==> config.mk <==
export PLATFORM = sky130hd
export DESIGN_NAME = quad_pos_counter
export DESIGN_NICKNAME = d
export VERILOG_FILES = /design/src/rtl/qpc_pkg.sv /design/src/rtl/qpc_filter.sv /design/src/rtl/qpc_decode.sv /design/src/rtl/qpc_core.sv /design/src/rtl/quad_pos_counter.sv
export SDC_FILE = /design/constraint.sdc
export NUM_CORES = 1
export LEC_CHECK = 0
export CORE_MARGIN = 4
export CORE_UTILIZATION = 45
export CTS_CLUSTER_SIZE = 16
export DETAILED_ROUTE_END_ITERATION = 16
export DONT_BUFFER_PORTS = 1
export PLACE_DENSITY_LB_ADDON = 0.15
export SKIP_LAST_GASP = 1
export SLEW_MARGIN = 20
export SYNTH_ARGS = -nofsm -noshare
export SYNTH_HDL_FRONTEND = slang
export SYNTH_SLANG_ARGS = --single-unit
==> constraint.sdc <==
create_clock -name clk -period 2.69 [get_ports clk]
set_input_delay 0.269 -clock clk [delete_from_list [all_inputs] [get_ports clk]]
set_output_delay 0.269 -clock clk [all_outputs]
set_load 0.01 [all_outputs]
==> src/rtl/qpc_pkg.sv <==
package qpc_pkg;

  typedef enum logic [1:0] {
    QM_OFF  = 2'b00,
    QM_X2_B = 2'b01,
    QM_X2_A = 2'b10,
    QM_X4   = 2'b11
  } qmode_e;

  typedef struct packed {
    logic valid;
    logic up;
  } qstep_t;

  // Direction of a step caused by an edge on phase A (levels after the edge)
  function automatic logic dir_up_on_a(input logic a, input logic b);
    return a != b;
  endfunction

  // Direction of a step caused by an edge on phase B (levels after the edge)
  function automatic logic dir_up_on_b(input logic a, input logic b);
    return a == b;
  endfunction

endpackage

==> src/rtl/qpc_filter.sv <==
module qpc_filter #(
  parameter int SYNC_STAGES = 2,
  parameter int FILT_N      = 3
) (
  input  logic clk,
  input  logic rst_n,
  input  logic raw_in,
  output logic filt_out
);
  localparam int CW = $clog2(FILT_N) + 1;

  logic [SYNC_STAGES-1:0] sync_q;
  logic                   sync_lvl;
  logic [CW-1:0]          run_q;
  logic                   filt_q;

  generate
    if (SYNC_STAGES == 1) begin : g_sync1
      always_ff @(posedge clk or negedge rst_n) begin
        if (!rst_n) sync_q <= '0;
        else        sync_q <= raw_in;
      end
    end else begin : g_syncn
      always_ff @(posedge clk or negedge rst_n) begin
        if (!rst_n) sync_q <= '0;
        else        sync_q <= {sync_q[SYNC_STAGES-2:0], raw_in};
      end
    end
  endgenerate

  assign sync_lvl = sync_q[SYNC_STAGES-1];

  always_ff @(posedge clk or negedge rst_n) begin
    if (!rst_n) begin
      run_q  <= '0;
      filt_q <= 1'b0;
    end else if (sync_lvl == filt_q) begin
      run_q <= '0;
    end else if (run_q == CW'(FILT_N - 1)) begin
      filt_q <= sync_lvl;
      run_q  <= '0;
    end else begin
      run_q <= run_q + 1'b1;
    end
  end

  assign filt_out = filt_q;

  AST_FILT_HOLD: assert property (@(posedge clk) disable iff (!rst_n)
    (sync_lvl == filt_q) |=> $stable(filt_q));
  AST_FILT_FOLLOW: assert property (@(posedge clk) disable iff (!rst_n)
    (filt_q != $past(filt_q)) |-> (filt_q == $past(sync_lvl)));

endmodule

==> src/rtl/qpc_decode.sv <==
module qpc_decode
  import qpc_pkg::*;
(
  input  logic       clk,
  input  logic       rst_n,
  input  logic       fa,
  input  logic       fb,
  input  logic       fi,
  input  logic [1:0] mode,
  input  logic       enable,
  output qstep_t     step,
  output logic       clr
);
  logic   pa_q, pb_q, pi_q;
  logic   edge_a, edge_b;
  qmode_e qm;
  qstep_t st;

  always_ff @(posedge clk or negedge rst_n) begin
    if (!rst_n) begin
      pa_q <= 1'b0;
      pb_q <= 1'b0;
      pi_q <= 1'b0;
    end else begin
      pa_q <= fa;
      pb_q <= fb;
      pi_q <= fi;
    end
  end

  assign edge_a = fa ^ pa_q;
  assign edge_b = fb ^ pb_q;
  assign qm     = qmode_e'(mode);
  assign clr    = enable & fi & ~pi_q;

  always_comb begin
    st = '0;
    if (enable) begin
      unique case (qm)
        QM_X2_A: if (edge_a) st = '{valid: 1'b1, up: dir_up_on_a(fa, fb)};
        QM_X2_B: if (edge_b) st = '{valid: 1'b1, up: dir_up_on_b(fa, fb)};
        QM_X4: begin
          if (edge_a && !edge_b)      st = '{valid: 1'b1, up: dir_up_on_a(fa, fb)};
          else if (edge_b && !edge_a) st = '{valid: 1'b1, up: dir_up_on_b(fa, fb)};
        end
        default: st = '0;
      endcase
    end
  end

  assign step = st;

  AST_OFF_NO_STEP: assert property (@(posedge clk) disable iff (!rst_n)
    ((qm == QM_OFF) || !enable) |-> !step.valid);
  AST_X4_DOUBLE_EDGE: assert property (@(posedge clk) disable iff (!rst_n)
    ((qm == QM_X4) && edge_a && edge_b) |-> !step.valid);
  AST_X2A_IGNORES_B: assert property (@(posedge clk) disable iff (!rst_n)
    ((qm == QM_X2_A) && !edge_a) |-> !step.valid);
  AST_X2B_IGNORES_A: assert property (@(posedge clk) disable iff (!rst_n)
    ((qm == QM_X2_B) && !edge_b) |-> !step.valid);

endmodule

==> src/rtl/qpc_core.sv <==
module qpc_core
  import qpc_pkg::*;
#(
  parameter int CNT_W = 16
) (
  input  logic             clk,
  input  logic             rst_n,
  input  qstep_t           step,
  input  logic             clr,
  input  logic [CNT_W-1:0] reload,
  output logic [CNT_W-1:0] count,
  output logic             dir_down,
  output logic             wrap_pulse
);
  logic [CNT_W-1:0] cnt_q;
  logic             dir_q, wrap_q;
  logic             wrap_up, wrap_dn;

  function automatic logic [CNT_W-1:0] next_up(input logic [CNT_W-1:0] c,
                                               input logic [CNT_W-1:0] r);
    return (c >= r) ? '0 : c + 1'b1;
  endfunction

  function automatic logic [CNT_W-1:0] next_dn(input logic [CNT_W-1:0] c,
                                               input logic [CNT_W-1:0] r);
    return (c == '0) ? r : c - 1'b1;
  endfunction

  assign wrap_up = step.valid &  step.up & (cnt_q >= reload);
  assign wrap_dn = step.valid & ~step.up & (cnt_q == '0);

  always_ff @(posedge clk or negedge rst_n) begin
    if (!rst_n) begin
      cnt_q  <= '0;
      dir_q  <= 1'b0;
      wrap_q <= 1'b0;
    end else if (clr) begin
      cnt_q  <= '0;
      wrap_q <= 1'b0;
    end else if (step.valid) begin
      dir_q  <= ~step.up;
      cnt_q  <= step.up ? next_up(cnt_q, reload) : next_dn(cnt_q, reload);
      wrap_q <= wrap_up | wrap_dn;
    end else begin
      wrap_q <= 1'b0;
    end
  end

  assign count      = cnt_q;
  assign dir_down   = dir_q;
  assign wrap_pulse = wrap_q;

  AST_IDLE_HOLD: assert property (@(posedge clk) disable iff (!rst_n)
    (!step.valid && !clr) |=> ($stable(cnt_q) && !wrap_q));
  AST_WRAP_TOP: assert property (@(posedge clk) disable iff (!rst_n)
    (!clr && step.valid && step.up && (cnt_q >= reload)) |=> ((cnt_q == '0) && wrap_q));
  AST_WRAP_BOTTOM: assert property (@(posedge clk) disable iff (!rst_n)
    (!clr && step.valid && !step.up && (cnt_q == '0)) |=> ((cnt_q == $past(reload)) && wrap_q));
  AST_DIR_TRACK: assert property (@(posedge clk) disable iff (!rst_n)
    (!clr && step.valid) |=> (dir_q == !$past(step.up)));
  AST_INDEX_CLEAR: assert property (@(posedge clk) disable iff (!rst_n)
    clr |=> ((cnt_q == '0) && !wrap_q && $stable(dir_q)));
  AST_WRAP_SINGLE: assert property (@(posedge clk) disable iff (!rst_n)
    (wrap_q && !step.valid) |=> !wrap_q);

endmodule

==> src/rtl/quad_pos_counter.sv <==
module quad_pos_counter
  import qpc_pkg::*;
#(
  parameter int CNT_W       = 16,
  parameter int SYNC_STAGES = 2,
  parameter int FILT_N      = 3
) (
  input  logic             clk,
  input  logic             rst_n,
  input  logic             phase_a,
  input  logic             phase_b,
  input  logic             index_in,
  input  logic [1:0]       mode,
  input  logic [CNT_W-1:0] reload,
  input  logic             enable,
  output logic [CNT_W-1:0] count,
  output logic             dir_down,
  output logic             wrap_pulse
);
  localparam int N_IN = 3;

  logic [N_IN-1:0] raw_vec;
  logic [N_IN-1:0] filt_vec;
  qstep_t          step;
  logic            clr;

  assign raw_vec = {index_in, phase_b, phase_a};

  generate
    for (genvar g = 0; g < N_IN; g++) begin : g_in
      qpc_filter #(.SYNC_STAGES(SYNC_STAGES), .FILT_N(FILT_N)) u_filt (
        .clk      (clk),
        .rst_n    (rst_n),
        .raw_in   (raw_vec[g]),
        .filt_out (filt_vec[g])
      );
    end
  endgenerate

  qpc_decode u_dec (
    .clk    (clk),
    .rst_n  (rst_n),
    .fa     (filt_vec[0]),
    .fb     (filt_vec[1]),
    .fi     (filt_vec[2]),
    .mode   (mode),
    .enable (enable),
    .step   (step),
    .clr    (clr)
  );

  qpc_core #(.CNT_W(CNT_W)) u_core (
    .clk        (clk),
    .rst_n      (rst_n),
    .step       (step),
    .clr        (clr),
    .reload     (reload),
    .count      (count),
    .dir_down   (dir_down),
    .wrap_pulse (wrap_pulse)
  );

  AST_CLR_BEATS_STEP: assert property (@(posedge clk) disable iff (!rst_n)
    (clr && step.valid) |=> (count == '0));

endmodule

* After elaboration in Yosys (flattened, before gate mapping) *
Index checks and enable logic that the tools add are counted.

word-level totals
  flip-flop bits (word level) = 39
  input port bits = 24
  output and inout bits = 18
  logic and storage cells = 76

operators by class
  $add $sub $neg = 5
  order comparisons = 1
  equal/unequal tests = 11
  muxes and demuxes = 19
  bitwise gates (word level) = 15
  reductions and logical operators = 10

operators by type and width
  kind                     count
  $mux W16                 5
  $mux W3                  6
  $add A16 B1 Y16 const B  1
  $ge A16 B16 Y1           1
  $logic_not A16 Y1        1
  $sub A16 B1 Y16 const B  1
  $mux W2                  5
  $add A3 B1 Y3 const B    3
  $eq A3 B2 Y1 const B     3
  $reduce_and A2 Y1        4
  $and A1 B1 Y1            6
  $not A1 Y1               6
  $pmux W2 S3              1
  $eq A1 B1 Y1             4
  $eq A2 B2 Y1 const B     2
  $eq A2 B1 Y1 const B     1
  $logic_and A1 B1 Y1      2
  $logic_not A1 Y1         2
  $mux W1                  2
  $reduce_bool A2 Y1       1
  $xor A1 B1 Y1            2
  $ne A1 B1 Y1             1
  $or A1 B1 Y1             1

* Longest topological paths before layout *
Gate-level depths: netlist of the first run.

  depth in word-level cells = 13
  gate-level depth with buffers = 10
  depth with buffers taken out = 8

* Hierarchy *
Synthesis of the first run repeated with hierarchy kept, for this count alone.

unflattened totals
  cell total of the unflattened synthesis = 333
  area total of the unflattened synthesis = 2926.6 um^2

by module, submodules not included
  module      instances  cells each  area an instance (um^2)  sequential area each (um^2)
  qpc_core    1          260         2016.9                   450.4
  qpc_filter  3          17          239.0                    150.1
  qpc_decode  1          22          192.7                    75.1

* Least setup slack after synthesis of the first run *
Ideal clock, no wire load.

  path type = register to register
  start = register u_core.cnt_q[0], in the netlist u_core.count[0]
  end = register u_core.cnt_q[11], in the netlist u_core.count[11]
  setup time = 0.079 ns
  arrival = 2.791 ns
  data required time = 2.611 ns
  path slack = -0.179 ns
  cell stages (with the launch flop) = 10
  buffers on the path = 1
  period minus slack after synthesis = 2.869 ns
  path through = dfrtp_1 > inv_1 > ha_1 > nand2b_1 > a2111o_1 > a311o_1 > or4_1 > buf_2 > o32a_1 > o21ai_1

on the way
  word-level cells in the longest chain between the ends = 5
  elaborated cells between the ends (all ways) = 9
  those cells by class = add/sub (2); order compare (1); mux (5); reduce/logical (1)

ends and longest elaborated chain
  element                                        RTL line                        source
  start, declared                                qpc_core.sv:15                  logic [CNT_W-1:0] cnt_q;
  start signal, assigned                         qpc_core.sv:42                  cnt_q <= step.up ? next_up(cnt_q, reload) : next_dn(cnt_q, reload);
  $sub A16 B1 Y16, or another cell as far along  qpc_core.sv:26                  return (c == '0) ? r : c - 1'b1;
  $mux W16, on equally long branches             qpc_core.sv:26, qpc_core.sv:21
  $mux W16 (*)                                   qpc_core.sv:42
  $mux W16 (*)                                   qpc_core.sv:40                  end else if (step.valid) begin
  $mux W16 (*)                                   qpc_core.sv:37                  end else if (clr) begin

Every way passes the cells marked *; elsewhere a longest branch is shown, timed or not. The select of a mux whose other input is x is not followed.
A chain may end at the register's enable or synchronous reset.

* Worst setup path in the final report of the first run *
  start = register u_core.cnt_q[0], in the netlist u_core.count[0]
  end = register u_core.cnt_q[3], in the netlist u_core.count[3]

The elaborated chain is that of the path after synthesis.

==> results of run 1 <==
-- worst register-to-register path, stage by stage (launching register included) --
cell	delay (ps)
dfrtp_2	420
inv_2	60
buf_4	110
ha_1	170
nor4b_1	460
and4_1	380
nor3_1	100
buf_4	200
a221o_1	300
a211o_1	280
-- cells in the mapped netlist, types with 3 or more instances --
library cell	n
nand4_1	3
or3_1	5
inv_1	21
o31ai_1	3
nor4_1	7
xnor2_1	10
a21oi_1	19
nand4b_1	3
o21ai_0	6
a22oi_1	3
ha_1	19
nand2b_1	6
nor3_1	18
mux2_2	6
clkbuf_1	12
xor2_1	7
nor2_1	24
dfrtp_1	39
a21o_1	5
nand3_1	20
nand2_1	27
o21ai_1	4
nor2b_1	5
a211o_1	3
a221o_1	6
buf_2	8
nor3b_1	4
-- per-layer routing --
metal  track usage  routed length [microns]  share of wire
met2         0.358                     3670           0.49
met1         0.275                     3360           0.44
met5             0                        0              0
met4        0.0474                       74         0.0098
met3        0.0423                      467          0.062
-- area by class of cell --
class                   count  area share
repair buffers             40       0.101
inverters                  21      0.0237
clock inverters             2     0.00489
flip-flops and latches     39       0.294
multi-input cells         256       0.524
well taps                  75      0.0282
clock buffers               6      0.0248
-- metrics by stage --
| step | power, W | utilization | TNS [ps] | cell area [sq um] |
|---|---|---|---|---|
| detailed placement | 0.00341 | 0.519 | 0 | 3150 |
| global route | 0.00423 | 0.549 | -16.2 | 3320 |
| floorplan | 0.00267 | - | 0 | 2880 |
| CTS | 0.00389 | 0.545 | 0 | 3300 |
| global placement | 0.00339 | 0.519 | 0 | 3150 |
| finish | 0.00390 | 0.549 | 0 | 3320 |
-- how the worst min path moves through the flow --
stage | slack (ps) | from | to | cells past startpoint
6_report | 150 | reload[0] | u_core.count[0]$_DFFE_PN0P_ | 2
5_1_grt | 140 | reload[0] | u_core.count[0]$_DFFE_PN0P_ | 2
4_1_cts | 140 | reload[0] | u_core.count[0]$_DFFE_PN0P_ | 2
3_5_place_dp | -30 | rst_n | u_core.count[8]$_DFFE_PN0P_ | 0
3_3_place_gp | -30 | rst_n | u_core.count[8]$_DFFE_PN0P_ | 0
2_1_floorplan | -30 | rst_n | g_in[0].u_filt.filt_out$_DFFE_PN0P_ | 0
-- power by group through the flow --
stage | clock (W) | combinational (W) | sequential [W]
2_1_floorplan | 0 | 0.00163 | 0.00103
3_3_place_gp | 0 | 0.00240 | 0.000984
3_5_place_dp | 0 | 0.00242 | 0.000987
4_1_cts | 0.000465 | 0.00245 | 0.000977
5_1_grt | 0.000482 | 0.00274 | 0.00101
6_report | 0.000447 | 0.00248 | 0.000973
-- sequential cells by signal (all words and copies together), names as in the netlist --
name	flops
g_in.u_filt.filt_out	3
g_in.u_filt.run_q	9
g_in.u_filt.sync_q	6
u_core.count	16
u_core.dir_down	1
u_core.wrap_pulse	1
u_dec.pa_q	1
u_dec.pb_q	1
u_dec.pi_q	1
-- cells by family (layout without fill, tap and decap cells) --
logic type,after synthesis,in the layout,share of synthesized area
flip-flops,39,39,0.340
AND/OR/NAND/NOR,137,137,0.251
AO/OA/AOI/OAI,77,77,0.193
multiplexers,6,6,0.0235
adder cells (fa/ha/maj),19,19,0.0828
XOR/XNOR,17,17,0.0519
buffers and inverters,42,69,0.0584
-- timing repair --
| item | CTS | global route |
|---|---|---|
| hold buffers | 5 | 0 |
| resized for setup | 0 | 2 |
| endpoints found under the setup margin | 0 | 4 |
| hold endpoints to repair | 42 | 0 |
| setup buffers | 0 | 1 |
==> results.yml, run 1 <==
worst_setup_path:
  critical_path.max_fanout: 3
  end_kind: "flop"
  worstPathRequired_ps: 2890
  startpoint: "u_core.count[0]$_DFFE_PN0P_"
  path_delay_family: "simple AND/OR/NAND/NOR gates"
  crit_type: "flop to flop"
  crit_buf_inv: 3
  r2r_cells: 9
  crit_slowest_cell: "nor4b_1"
  r2r_start: "u_core.count[0]$_DFFE_PN0P_"
  critical_path.most_common_cell: "buf_4"
  start_kind: "flop"
  cp_num_cells: 9
  arrival_ps: 2770
  crit_end: "u_core.count[3]$_DFFE_PN0P_"
  r2r_setup_slack_ps: 110
  critical_path.max_stage_delay_ps: 460
  reg2reg_to: "u_core.count[3]$_DFFE_PN0P_"
  crit_path_cell_trace: "inv_2 -> buf_4 -> ha_1 -> nor4b_1 -> and4_1 -> nor3_1 -> buf_4 -> a221o_1 -> a211o_1"
finish:
  multiInputGateArea_sq_um: 1740
  mostFrequentLayoutCell: "dfrtp_1"
  drive_above_1_share: 0.151
  fillerInstances: 576
  fin_cells: 439
  nets: 406
  mostFrequentLayoutCells: "dfrtp_1 (38), buf_4 (34), nand2_1 (27)"
  areaGrowthSynthToFinish_pct: 15.8
  regArea_sq_um: 977
  antennaDiodeCount: 0
routing:
  wl_mm: 7.57
  final_antenna_net_count: 0
  first_iter_violations: 128
  drc: 0
  vias: 2589
  avgViaCountPerCell: 5.90
  drt-pass1-iter-count: 4
  wire_per_inst_microns: 17.2
pwr:
  combPwrFrac: 0.635
  p_clk_frac: 0.115
  switching_share: 0.466
  intPower_w: 0.00208
  p_leak_nw: 1.50
  power_density_nw_per_um2: 1170
  ir_drop_mv: 0.668
  p_sw_w: 0.00182
  p_seq_frac: 0.250
floorplanning:
  die-area_sq_um: 7720
  start_util: 0.474
  dieHeight_microns: 87.9
  fp.coreArea_sq_um: 6060
  ios: 42
  rows: 28
  dieWidth_microns: 87.9
grt:
  grt_pass1_wl_mm: 12.6
  grt_pass1_vias: 2527
  grt.total_usage: 0.210
  grt_overflow: 0
  antenna_found_initial: 0
  grt_max_degree: 40
clock_network:
  clk_path_buf_depth: 2
  cts-root-buf: "clkbuf_8"
  clk_latency_ps: 300
  clock_sinks: 39
  h-tree-depth: 2
  clkTransAtPathRegs_ps: 90
  tritoncts: "built"
  cts_buffers: 5
sta:
  finClkSkew_ps: 9.38
  tightest_slew_ps: 918
  postLayoutSetupSlackWorst_ps: 114
  setup_violations: 0
  slew_headroom: 0.383
  post-route-period-util: 0.957
  hold_viol: 0
  max_freq_ghz: 0.388
  rsz0062_at_grt: "yes"
  whs_ps: 145
  finalCriticalPeriod_ps: 2580
  drv_slew: 0
yosys:
  synth_ff_type: "dfrtp_1"
  yosysTopAreaCell: "dfrtp_1"
  async_flop_share: 1.00
  synth_edf_count: 0
  synthCells: 337
  synthesis.nets: 380
  avgSynthCellArea_sq_um: 8.52
  yosysTopAreaCellShare: 0.340
  yosysSeqAreaShare: 0.340
  synth_seq_cells: 39
  synthTopCellsByArea: "dfrtp_1 (34%), ha_1 (8.3%), nand2_1 (3.5%), nand3_1 (3.5%), a21oi_1 (3.3%)"
  netlist_area_sq_um: 2870
  ys_types: 60
  yosysWarnings: 0
hold_path:
  hold_class: "input port to flop"
outcome:
  status: "completed"
place:
  dp.cells: 425
  io_buffers: 0
  dp_slack_ps: 129
  gp_congestion: 0.910
  dp_hpwl_mm: 5.78
run:
  maxCapViolations: 0
Power figures use the tool's default switching activity.
==> inputs of run 2 (changes only) <==
--- a/config.mk
+++ b/config.mk
@@ -5,12 +5,15 @@
 export SDC_FILE = /design/constraint.sdc
 export NUM_CORES = 1
 export LEC_CHECK = 0
+export ABC_AREA = 0
 export CORE_MARGIN = 4
 export CORE_UTILIZATION = 45
+export CTS_BUF_LIST = sky130_fd_sc_hd__clkbuf_2 sky130_fd_sc_hd__clkbuf_4 sky130_fd_sc_hd__clkbuf_8
 export CTS_CLUSTER_SIZE = 16
 export DETAILED_ROUTE_END_ITERATION = 16
 export DONT_BUFFER_PORTS = 1
 export PLACE_DENSITY_LB_ADDON = 0.15
+export SKIP_CTS_REPAIR_TIMING = 1
 export SKIP_LAST_GASP = 1
 export SLEW_MARGIN = 20
 export SYNTH_ARGS = -nofsm -noshare
==> run 2 against run 1 <==
Routed wire length is 1.1% higher. Global-route usage hardly changed. Critical path depth stayed put. Clock power hardly changed. Design area is 0.23% higher. First-iteration DRC count is 5.5% lower. Power is 0.44% higher. Sequential share of layout area is 0.066 points lower. Critical endpoint unchanged. Highest routed layer unchanged.
==> results.yml, run 2 (synthesized netlist as in run 1, its figures left out) <==
worst_setup_path:
  crit_path_cell_trace: "inv_2 -> buf_4 -> ha_1 -> nor4b_1 -> and4_1 -> nor3_1 -> buf_4 -> a221o_1 -> a211o_1"
  arrival_ps: 2820
  start_kind: "flop"
  worstPathRequired_ps: 2890
  crit_type: "flop to flop"
  r2r_cells: 9
  critical_path.max_fanout: 3
  startpoint: "u_core.count[0]$_DFFE_PN0P_"
  critical_path.max_stage_delay_ps: 500
  r2r_start: "u_core.count[0]$_DFFE_PN0P_"
  critical_path.most_common_cell: "buf_4"
  end_kind: "flop"
  crit_slowest_cell: "nor4b_1"
finish:
  fin_cells: 439
  fillerInstances: 572
  postLayoutCellArea_sq_um: 3330
  nets: 406
  mostFrequentLayoutCells: "dfrtp_1 (38), buf_4 (34), nand2_1 (27)"
  mostFrequentLayoutCell: "dfrtp_1"
  largest_reg_flops: 16
  antennaDiodeCount: 0
  drive_above_1_share: 0.151
  areaGrowthSynthToFinish_pct: 16.0
place:
  dpl-instance-area_sq_um: 3150
  gp_congestion: 0.910
  dp.cells: 425
  dp_hpwl_mm: 5.78
  io_buffers: 0
grt:
  grt_pass1_wl_mm: 12.6
  grt.total_usage: 0.210
  grt_max_degree: 40
  antenna_found_initial: 0
  grt_overflow: 0
  grt_pass1_vias: 2513
hold_path:
  hold_class: "input port to flop"
  worstHoldStart: "reload[0]"
  hold_depth: 2
routing:
  wl_mm: 7.65
  avgViaCountPerCell: 5.88
  vias: 2582
  wire_per_inst_microns: 17.4
  final_antenna_net_count: 0
  drc: 0
  first_iter_violations: 121
  drt-pass1-iter-count: 4
outcome:
  status: "completed"
clock_network:
  clk_latency_ps: 300
  cts_buffers: 5
  cts-root-buf: "clkbuf_8"
  clkTransAtPathRegs_ps: 90
  h-tree-depth: 2
  tritoncts: "built"
  clock_sinks: 39
  clk_path_buf_depth: 2
pwr:
  p_clk_frac: 0.115
  p_leak_nw: 1.50
  total_power_w: 0.00391
  p_seq_frac: 0.249
  power_density_nw_per_um2: 1170
  intPower_w: 0.00208
  p_sw_w: 0.00183
  combPwrFrac: 0.637
  switching_share: 0.468
  ir_drop_mv: 0.669
sta:
  max_freq_ghz: 0.382
  whs_ps: 142
  rsz0062_at_grt: "yes"
  drv_slew: 0
  finalCriticalPeriod_ps: 2620
  hold_viol: 0
  slew_headroom: 0.376
  setup_violations: 0
  finClkSkew_ps: 10.9
  tightest_slew_ps: 929
  post-route-period-util: 0.974
floorplanning:
  rows: 28
  dieWidth_microns: 87.9
  die-area_sq_um: 7720
  dieHeight_microns: 87.9
  ios: 42
  start_util: 0.474
  fp.coreArea_sq_um: 6060
run:
  maxCapViolations: 0
-- run 2: cell counts in the layout (fill, tap and decap cells not counted) --
Identical to the previous run, type by type.
-- run 2: path summary, 6_finish.rpt --
| path | end | slack, ps |
|---|---|---|
| worst min-delay path | u_core.count[0]$_DFFE_PN0P_ | 140 |
| min in group asynchronous | u_core.count[10]$_DFFE_PN0P_ | 440 |
| worst max-delay path | u_core.count[3]$_DFFE_PN0P_ | 70 |
| worst min register to register | g_in[2].u_filt.sync_q[1]$_DFF_PN0_ | 350 |
| worst max register to register | u_core.count[3]$_DFFE_PN0P_ | 70 |
| max in group asynchronous | g_in[0].u_filt.run_q[0]$_DFF_PN0_ | 2040 |
-- run 2: per-stage QoR --
step,setup TNS [ps],utilization,setup slack (ps)
global placement,0,0.519,172
CTS,0,0.535,99.2
global route,-15.0,0.550,-8.77
detailed placement,0,0.519,129
floorplan,0,-,59.0
finish,0,0.550,71.0
-- run 2: per-layer routing --
metal  global-route usage  vias to the layer above  part of all wire
met2                0.364                       55              0.48
met1                0.268                     1237              0.46
li1                     -                     1283                 -
met4               0.0474                        0            0.0099
met5                    0                        -                 0
met3               0.0423                        7             0.051
-- run 2: cell type report --
type	count	area (sq um)	share of cell area
Multi-Input combinational cell	256	1740	0.522
Sequential cell	39	977	0.293
Timing Repair Buffer	40	343	0.103
Tap cell	75	93.8	0.0282
Clock buffer	6	82.6	0.0248
Inverter	21	78.8	0.0237
Clock inverter	2	16.3	0.00488
-- run 2: worst max-delay path: cells and delay by family, from the launching register on --
kind            cells  cell delay (ps)
simple gates        3              990
compound gates      2              580
flops               1              420
buf+inv             3              370
fa+ha+maj           1              170
-- run 2: power by group through the flow --
stage	logic, W	registers [W]	clock network (W)
2_1_floorplan	0.00163	0.00103	0
3_3_place_gp	0.00240	0.000984	0
3_5_place_dp	0.00242	0.000987	0
4_1_cts	0.00243	0.000977	0.000465
5_1_grt	0.00274	0.00101	0.000482
6_report	0.00249	0.000973	0.000449
==> inputs of run 3 (changes only) <==
--- a/config.mk
+++ b/config.mk
@@ -6,13 +6,13 @@
 export NUM_CORES = 1
 export LEC_CHECK = 0
 export ABC_AREA = 0
+export BUFFER_PORTS_ARGS = -buffer_cell sky130_fd_sc_hd__buf_4
 export CORE_MARGIN = 4
-export CORE_UTILIZATION = 45
+export CORE_UTILIZATION = 40
 export CTS_BUF_LIST = sky130_fd_sc_hd__clkbuf_2 sky130_fd_sc_hd__clkbuf_4 sky130_fd_sc_hd__clkbuf_8
 export CTS_CLUSTER_SIZE = 16
 export DETAILED_ROUTE_END_ITERATION = 16
-export DONT_BUFFER_PORTS = 1
-export PLACE_DENSITY_LB_ADDON = 0.15
+export PLACE_DENSITY = 0.7
 export SKIP_CTS_REPAIR_TIMING = 1
 export SKIP_LAST_GASP = 1
 export SLEW_MARGIN = 20
==> run 3 against run 2 <==
Sequential cell count did not move. First-iteration DRC count rose by 48%. Critical endpoint is now u_core.count[12]$_DFFE_PN0P_. Sequential power fell by 2%. Clock skew rose by 3.4 ps.
==> results.yml, run 3 (synthesized netlist as in run 1, its figures left out) <==
worst_setup_path:
  crit_path_cell_trace: "inv_2 -> ha_1 -> nand2b_1 -> a2111o_1 -> a311o_1 -> or4_4 -> buf_4 -> nor4_1 -> or3_1"
  path_delay_family: "simple AND/OR/NAND/NOR gates"
  startpoint: "u_core.count[0]$_DFFE_PN0P_"
  critical_path.max_fanout: 4
  cp_num_cells: 9
  end_kind: "flop"
  crit_type: "flop to flop"
  r2r_cells: 9
  start_kind: "flop"
  critical_path.max_stage_delay_ps: 450
  r2r_start: "u_core.count[0]$_DFFE_PN0P_"
  r2r_setup_slack_ps: 130
  arrival_ps: 2810
  worstPathRequired_ps: 2940
  crit_buf_inv: 2
  crit_slowest_cell: "or4_4"
sta:
  post-route-period-util: 0.952
  tns_ps: 0
  tightest_slew_ps: 789
  rsz0062_at_grt: "no"
  hold_viol: 0
  finClkSkew_ps: 14.3
  slew_headroom: 0.470
  finalCriticalPeriod_ps: 2560
  drv_slew: 0
  max_freq_ghz: 0.391
  setup_violations: 0
finish:
  drive_above_1_share: 0.249
  largest_reg_flops: 16
  antennaDiodeCount: 0
  fin_util: 0.532
  nets: 447
  mostFrequentLayoutCell: "buf_4"
  areaGrowthSynthToFinish_pct: 27.4
  mostFrequentLayoutCells: "buf_4 (79), dfrtp_1 (38), nand2_1 (27)"
place:
  gp_congestion: 0.900
  dp_hpwl_mm: 5.93
  io_buffers: 41
pwr:
  total_power_w: 0.00419
  power_density_nw_per_um2: 1150
  ir_drop_mv: 0.582
  p_leak_nw: 1.71
grt:
  antenna_found_initial: 0
  grt_max_degree: 40
  grt_overflow: 0
  grt_pass1_wl_mm: 13.0
  grt_pass1_vias: 2717
  grt.total_usage: 0.188
clock_network:
  clkTransAtPathRegs_ps: 90
  cts-root-buf: "clkbuf_8"
  cts_buffers: 5
  clock_sinks: 39
  clk_path_buf_depth: 2
  tritoncts: "built"
  h-tree-depth: 2
  clk_latency_ps: 310
floorplanning:
  dieWidth_microns: 92.7
  fp.coreArea_sq_um: 6870
  dieHeight_microns: 92.7
  die-area_sq_um: 8600
  ios: 42
  rows: 30
  start_util: 0.418
run:
  maxCapViolations: 0
hold_path:
  hold_depth: 1
  worstHoldStart: "index_in"
  hold_class: "input port to flop"
routing:
  first_iter_violations: 179
  wl_mm: 7.74
  final_antenna_net_count: 0
  drc: 0
  avgViaCountPerCell: 5.63
  vias: 2823
  wire_per_inst_microns: 15.5
  drt-pass1-iter-count: 4
outcome:
  status: "completed"
-- run 3: changes by cell type in the layout (fill, tap and decap cells not counted) --
cell	before	now
clkdlybuf4s15_2	0	1
nor4b_2	0	1
dlygate4sd3_1	4	1
bufinv_16	0	1
buf_16	1	0
inv_6	0	1
buf_4	34	79
buf_12	1	0
clkbuf_8	6	5
nor4b_1	2	1
clkinv_4	1	0
nor3_2	0	1
nor3_1	18	17
-- run 3: report_power, final --
group	switching, W	internal, W	leakage (nW)
Sequential	0.000158	0.000799	0.498
Combinational	0.00146	0.00125	1.15
Clock	0.000250	0.000280	0.0548
Total	0.00186	0.00233	1.71
-- run 3: layout make-up --
class | instances | area, sq um
Clock inverter | 3 | 46.3
Fill cell | 662 | 3210
Clock buffer | 5 | 68.8
Timing Repair Buffer | 81 | 614
Multi-Input combinational cell | 256 | 1750
Inverter | 21 | 78.8
Tap cell | 96 | 120
Sequential cell | 39 | 977
-- run 3: path summary, 6_finish.rpt --
| check | to |
|---|---|
| min reg2reg | g_in[2].u_filt.sync_q[1]$_DFF_PN0_ |
| min | g_in[2].u_filt.sync_q[0]$_DFF_PN0_ |
| max | u_core.count[12]$_DFFE_PN0P_ |
| max in group asynchronous | u_core.count[0]$_DFFE_PN0P_ |
| max reg2reg | u_core.count[12]$_DFFE_PN0P_ |
| min in group asynchronous | u_core.count[8]$_DFFE_PN0P_ |
-- run 3: per-layer routing --
layer / track usage / routed length [microns] / vias to the layer above
met1: 0.249 / 3340 / 1359
met3: 0.0414 / 513 / 10
met5: 0 / 0 / -
li1: - / - / 1368
met4: 0.0464 / 87 / 0
met2: 0.311 / 3800 / 86
-- run 3: metrics by stage --
step,instance area (sq um),setup WS (ps),hold WS [ps],cells
final,3660,130,65.8,501
after global routing,3660,6.02,56.0,501
after CTS,3600,76.4,-67.3,498
after detailed placement,3490,113,275,490
after global placement,3490,161,274,490
after floorplan,2880,59.0,-26.6,337
